[src/rtl/irqagg_pkg.sv]
// Shared constants and the register decoder for the sticky interrupt
// aggregator. It assumes byte addresses that are word aligned and an
// 8-bit offset space.
package irqagg_pkg;

    localparam int ADDR_W = 8;

    localparam logic [ADDR_W-1:0] OFS_PEND      = 8'h10;
    localparam logic [ADDR_W-1:0] OFS_ENA       = 8'h18;
    localparam logic [ADDR_W-1:0] OFS_ENA_CLR   = 8'h1c;
    localparam logic [ADDR_W-1:0] OFS_ENA_SET   = 8'h20;
    localparam logic [ADDR_W-1:0] OFS_IDENT     = 8'h38;
    localparam logic [ADDR_W-1:0] OFS_TRIG_RISE = 8'h5c;
    localparam logic [ADDR_W-1:0] OFS_TRIG_FALL = 8'h60;

    typedef enum logic [2:0] {
        SEL_NONE,
        SEL_PEND,
        SEL_ENA,
        SEL_ENA_CLR,
        SEL_ENA_SET,
        SEL_IDENT,
        SEL_TRIG_RISE,
        SEL_TRIG_FALL
    } regsel_e;

    // Map a byte offset to a register selector; ndest sets how many identity words exist.
    function automatic regsel_e decode_sel(input logic [ADDR_W-1:0] addr,
                                           input int unsigned ndest);
        regsel_e sel;
        int      a;
        int      id_lo;
        a     = int'(addr);
        id_lo = int'(OFS_IDENT);
        sel   = SEL_NONE;
        if (addr[1:0] == 2'b00) begin
            case (addr)
                OFS_PEND:      sel = SEL_PEND;
                OFS_ENA:       sel = SEL_ENA;
                OFS_ENA_CLR:   sel = SEL_ENA_CLR;
                OFS_ENA_SET:   sel = SEL_ENA_SET;
                OFS_TRIG_RISE: sel = SEL_TRIG_RISE;
                OFS_TRIG_FALL: sel = SEL_TRIG_FALL;
                default: begin
                    if (a >= id_lo && a < id_lo + 4 * int'(ndest))
                        sel = SEL_IDENT;
                end
            endcase
        end
        return sel;
    endfunction

endpackage

[src/rtl/irqagg_ctrl.sv]
// Holds the enable and trigger-mode registers and turns pending-register
// writes into a clear mask. It assumes that the upper write-data bits have
// already been dropped by the caller.
module irqagg_ctrl
    import irqagg_pkg::*;
#(
    parameter int NUM_SRC = 24
) (
    input  logic               clk,
    input  logic               rst_n,
    input  logic               wr_en,
    input  regsel_e            wr_sel,
    input  logic [NUM_SRC-1:0] wr_bits,
    output logic [NUM_SRC-1:0] ena_q,
    output logic [NUM_SRC-1:0] rise_q,
    output logic [NUM_SRC-1:0] fall_q,
    output logic [NUM_SRC-1:0] pend_clr
);

    // Enable register: direct write, set alias and clear alias.
    always_ff @(posedge clk) begin
        if (!rst_n) begin
            ena_q <= '0;
        end else if (wr_en) begin
            case (wr_sel)
                SEL_ENA:     ena_q <= wr_bits;
                SEL_ENA_SET: ena_q <= ena_q | wr_bits;
                SEL_ENA_CLR: ena_q <= ena_q & ~wr_bits;
                default:     ena_q <= ena_q;
            endcase
        end
    end

    // Trigger-mode registers: one for rising capture, one for falling capture.
    always_ff @(posedge clk) begin
        if (!rst_n) begin
            rise_q <= '0;
            fall_q <= '0;
        end else if (wr_en) begin
            if (wr_sel == SEL_TRIG_RISE) rise_q <= wr_bits;
            if (wr_sel == SEL_TRIG_FALL) fall_q <= wr_bits;
        end
    end

    // Write-one-to-clear mask for the pending bits.
    always_comb begin
        pend_clr = (wr_en && wr_sel == SEL_PEND) ? wr_bits : '0;
    end

endmodule

[src/rtl/irqagg_capture.sv]
// Registers the raw inputs once, detects edges against the previous sample
// and keeps one sticky pending bit per source. It assumes the inputs are
// already synchronous to clk. A capture in a cycle beats a clear in that cycle.
module irqagg_capture #(
    parameter int NUM_SRC = 24
) (
    input  logic               clk,
    input  logic               rst_n,
    input  logic [NUM_SRC-1:0] src_in,
    input  logic [NUM_SRC-1:0] rise_en,
    input  logic [NUM_SRC-1:0] fall_en,
    input  logic [NUM_SRC-1:0] pend_clr,
    output logic [NUM_SRC-1:0] pend_q
);

    logic [NUM_SRC-1:0] src_s;
    logic [NUM_SRC-1:0] src_d;

    // Sample the inputs and keep the previous sample for edge detection.
    always_ff @(posedge clk) begin
        if (!rst_n) begin
            src_s <= '0;
            src_d <= '0;
        end else begin
            src_s <= src_in;
            src_d <= src_s;
        end
    end

    for (genvar i = 0; i < NUM_SRC; i++) begin : g_src
        logic lvl_mode;
        logic hit;
        logic bit_q;

        // Choose level or edge capture for this source.
        always_comb begin
            lvl_mode = !(rise_en[i] || fall_en[i]);
            if (lvl_mode)
                hit = src_s[i];
            else
                hit = (rise_en[i] &&  src_s[i] && !src_d[i]) ||
                      (fall_en[i] && !src_s[i] &&  src_d[i]);
        end

        // Sticky bit: a capture sets it, a write-one clears it, and the capture wins.
        always_ff @(posedge clk) begin
            if (!rst_n)
                bit_q <= 1'b0;
            else if (hit)
                bit_q <= 1'b1;
            else if (pend_clr[i])
                bit_q <= 1'b0;
        end

        assign pend_q[i] = bit_q;
    end

endmodule

[src/rtl/irqagg_output.sv]
// Forms the destination-0 identity word and the registered request line.
// It assumes only destination 0 has sources routed to it.
module irqagg_output #(
    parameter int NUM_SRC = 24
) (
    input  logic               clk,
    input  logic               rst_n,
    input  logic [NUM_SRC-1:0] pend_q,
    input  logic [NUM_SRC-1:0] ena_q,
    output logic [NUM_SRC-1:0] ident0,
    output logic               irq_out
);

    // Sources that are pending and enabled.
    always_comb begin
        ident0 = pend_q & ena_q;
    end

    // Registered OR of the identity word toward the parent controller.
    always_ff @(posedge clk) begin
        if (!rst_n)
            irq_out <= 1'b0;
        else
            irq_out <= |ident0;
    end

endmodule

[src/rtl/irq_sticky_aggr.sv]
// Top level of the sticky interrupt aggregator. It decodes the register
// bus, instantiates the control, capture and output stages and returns
// zero-extended read data. It assumes NUM_SRC <= DATA_W.
module irq_sticky_aggr
    import irqagg_pkg::*;
#(
    parameter int NUM_SRC  = 24,
    parameter int NUM_DEST = 2,
    parameter int DATA_W   = 32
) (
    input  logic               clk,
    input  logic               rst_n,
    input  logic               bus_wr,
    input  logic [ADDR_W-1:0]  bus_addr,
    input  logic [DATA_W-1:0]  bus_wdata,
    output logic [DATA_W-1:0]  bus_rdata,
    input  logic [NUM_SRC-1:0] src_in,
    output logic               irq_out
);

    regsel_e            sel;
    logic [NUM_SRC-1:0] wr_bits;
    logic [NUM_SRC-1:0] ena_q;
    logic [NUM_SRC-1:0] rise_q;
    logic [NUM_SRC-1:0] fall_q;
    logic [NUM_SRC-1:0] pend_clr;
    logic [NUM_SRC-1:0] pend_q;
    logic [NUM_SRC-1:0] ident0;
    logic [NUM_SRC-1:0] rd_bits;

    // Decode the offset and drop the write-data bits above the source count.
    always_comb begin
        sel     = decode_sel(bus_addr, NUM_DEST);
        wr_bits = bus_wdata[NUM_SRC-1:0];
    end

    if (NUM_SRC < DATA_W) begin : g_hi
        logic unused_wr_hi;
        assign unused_wr_hi = ^bus_wdata[DATA_W-1:NUM_SRC];
    end

    irqagg_ctrl #(.NUM_SRC(NUM_SRC)) u_ctrl (
        .clk      (clk),
        .rst_n    (rst_n),
        .wr_en    (bus_wr),
        .wr_sel   (sel),
        .wr_bits  (wr_bits),
        .ena_q    (ena_q),
        .rise_q   (rise_q),
        .fall_q   (fall_q),
        .pend_clr (pend_clr)
    );

    irqagg_capture #(.NUM_SRC(NUM_SRC)) u_cap (
        .clk      (clk),
        .rst_n    (rst_n),
        .src_in   (src_in),
        .rise_en  (rise_q),
        .fall_en  (fall_q),
        .pend_clr (pend_clr),
        .pend_q   (pend_q)
    );

    irqagg_output #(.NUM_SRC(NUM_SRC)) u_out (
        .clk     (clk),
        .rst_n   (rst_n),
        .pend_q  (pend_q),
        .ena_q   (ena_q),
        .ident0  (ident0),
        .irq_out (irq_out)
    );

    // Read multiplexer: aliases, the other identity words and unmapped offsets return zero.
    always_comb begin
        case (sel)
            SEL_PEND:      rd_bits = pend_q;
            SEL_ENA:       rd_bits = ena_q;
            SEL_IDENT:     rd_bits = (bus_addr == OFS_IDENT) ? ident0 : '0;
            SEL_TRIG_RISE: rd_bits = rise_q;
            SEL_TRIG_FALL: rd_bits = fall_q;
            default:       rd_bits = '0;
        endcase
        bus_rdata = '0;
        bus_rdata[NUM_SRC-1:0] = rd_bits;
    end

endmodule

[config.mk]
export PLATFORM = sky130hd
export DESIGN_NAME = irq_sticky_aggr
export DESIGN_NICKNAME = d
export VERILOG_FILES = /design/src/rtl/irqagg_pkg.sv /design/src/rtl/irqagg_ctrl.sv /design/src/rtl/irqagg_capture.sv /design/src/rtl/irqagg_output.sv /design/src/rtl/irq_sticky_aggr.sv
export SDC_FILE = /design/constraint.sdc
export NUM_CORES = 1
export LEC_CHECK = 0
export ABC_AREA = 1
export BUFFER_PORTS_ARGS = -buffer_cell sky130_fd_sc_hd__buf_2
export CAP_MARGIN = 25
export CORE_MARGIN = 5
export CORE_UTILIZATION = 41
export CTS_CLUSTER_SIZE = 20
export DETAILED_ROUTE_END_ITERATION = 10
export PLACE_DENSITY = 0.64
export SLEW_MARGIN = 20
export SYNTH_ARGS = -nofsm -noshare
export SYNTH_HDL_FRONTEND = slang
export SYNTH_SLANG_ARGS = --single-unit
[constraint.sdc]
create_clock -name clk -period 3.3 [get_ports clk]
set_input_delay 0.495 -clock clk [delete_from_list [all_inputs] [get_ports clk]]
set_output_delay 0.495 -clock clk [all_outputs]
set_load 0.01 [all_outputs]
==> qor.txt <==
status: completed
die area: 20800 um2
initial antenna violation count: 0
Final ANT Viol Nets: 0
Initial Utilization: 41.4%
Max VDD drop: 0.385 mV
Final Wtd Congestion: 0.821
first-pass GRT wire length: 34800 um
Clock Latency Late Sink: 0.43 ns
Pins Over Slew Limit: 0
vias in the first global route: 6753
PortBufs: 83
Final Core Density: 48.4%
GR Overflow Total: 0
Leak: 0.00403 uW
power per cell area: 480 nW/um2
crit start category: primary input
CTS buffer count: 17
maximum clock path buffer count: 2
crit path DAT: 2.11 ns
routed wire length: 21600 um
Die W: 144 um
Main synth FF type: dfxtp_1
min cycle time layout: 2.61 ns
Chip Height: 144 um
asr flop ratio synth: 0%
largest net degree at the start of global routing: 73
critical path required time: 2.80 ns
drt initial violations: 561
RSZ-0062 raised after global routing: no
final setup fails: 0
Area Growth Syn to Fin: 16.9%
Max Cap Viol: 0
setup TNS: 0 ns
vias: 7370
Reg clk slew, reported paths: 0.06 ns
Yosys reg bits: 145
NumNets Final: 1293
average cell area after synthesis: 6.39 um2
cell count after synthesis: 1157
Max-slew headroom: 40.8%
clk root buf: clkbuf_16
drt wl/cell: 14.7 um
CP max FO: 12
Core Rows: 49
final hold vios: 0
Antenna diodes: 0
DRT Pass-1 Iters: 5
I/O pins: 100
Post-Syn Area: 7390 um2
GRT Total Usage: 21.2%
critical path class: in2out
number of distinct library cells after synthesis: 27
Achievable Freq: 0.383 GHz
Worst-Margin Slew: 0.886 ns
Synth area leaders: dfxtp_1 (39%), nand2_1 (16%), inv_1 (7.8%)
cell taking the most area after synthesis: dfxtp_1
CTS tree: built
Yosys top cell area share: 39.3%
clk_skew: 0.00794 ns
Period Utilization, post-route: 79.0%
CTS H-Tree Depth: 4
number of flops mapped to enable cells by yosys: 0
worst hold path class: in2reg
fraction of layout cells with a size suffix above 1: 12.9%
detail-routed via count per cell: 5.02
Setup crit end kind: primary output
core outline area: 17800 um2
register area share after synthesis: 39.3%
most common cell after layout, fill and taps aside: nand2_1
post-DP HPWL: 13800 um
cts hold-fix bufs: 0
clk sinks: 145
drt drc: 0
Post-CTS Setup Bufs: 0
commonest cells after routing, fill and taps aside: nand2_1 (323), inv_1 (153), dfxtp_1 (145)
post-CTS sizing: 0
yosys warns: 0
## synth_stat cells, drive strengths merged, types with 3 or more instances
master,instances
o21ai,85
buf,37
nor2,111
o22ai,4
clkbuf,27
nor3,3
nand2,330
dfxtp,145
a21oi,104
inv,161
nand3,108
nand4,13
a221oi,24
## cell families (layout without fill, tap and decap cells)
| logic type | Yosys count | in the layout | share of synthesized area (%) |
|---|---|---|---|
| AO/OA/AOI/OAI | 218 | 218 | 16.1 |
| buffers and inverters | 226 | 300 | 12.5 |
| other | 1 | 8 | 0.0507 |
| AND/OR/NAND/NOR | 567 | 567 | 32.1 |
| flip-flops | 145 | 145 | 39.3 |
## metal layers
metal | wire, um | GRT usage, % | vias to the layer above
met5 | 0 | 0 | -
met4 | 365 | 6.33 | 0
met3 | 1490 | 5.16 | 28
met2 | 9730 | 34.2 | 225
met1 | 10000 | 28.3 | 3310
li1 | - | - | 3807
## cell type report
cell class / instances / area [um2]
fill: 1805 / 9200
multi-input combinational: 793 / 3590
sequential: 145 / 2900
timing repair buffer: 107 / 621
inverter: 162 / 612
clock buffer: 18 / 439
tap: 229 / 287
clock inverter: 13 / 186
## critical path: stages
cell and delay (ns):
buf_2 0.12, inv_2 0.05, nand2_1 0.12, nor2_4 0.14, nand2_1 0.34, buf_4 0.34
o21ai_0 0.15, nor2_1 0.06, o21ai_0 0.11, buf_2 0.18
## state kept, by name, summed over array words and instances, names as in the netlist
name / flops
u_ctrl.fall_q: 24
u_ctrl.rise_q: 24
u_out.irq_out: 1
u_cap.src_d: 24
u_cap.src_s: 24
u_cap.g_src.bit_q: 24
u_ctrl.ena_q: 24
## path summary, 6_finish.rpt
kind                                                    from                         end  slack [ns]  cells past startpoint
worst max-delay path                             bus_addr[5]               bus_rdata[10]        0.69                     10
worst min-delay path                              src_in[18]  u_cap.src_s[18]$_SDFF_PN0_        0.24                      3
worst max register to register  u_ctrl.ena_q[5]$_SDFFE_PN0P_    u_out.irq_out$_SDFF_PN0_        2.18                      4
worst min register to register     u_cap.src_s[7]$_SDFF_PN0_   u_cap.src_d[7]$_SDFF_PN0_        0.45                      2
## through the flow
step                      instance area (um2)  setup WS (ns)  cells  power (uW)  hold slack (ns)
final                                    8640          0.692   1467        4140            0.239
after global routing                     8640          0.576   1467        4300            0.227
after CTS                                8640          0.717   1467        4180            0.225
after detailed placement                 8020          0.620   1436        2120            0.448
after global placement                   8020          0.625   1436        2110            0.442
after floorplan                          7420           1.23   1164        2020            0.433
## where the power goes
part	internal, uW	total (uW)	switching [uW]	leakage (uW)
Combinational	85.4	241	155	0.00255
Clock	1280	2060	781	0.000294
Sequential	1800	1840	39.0	0.00118
No activity file was read; power rests on OpenSTA's default activity.
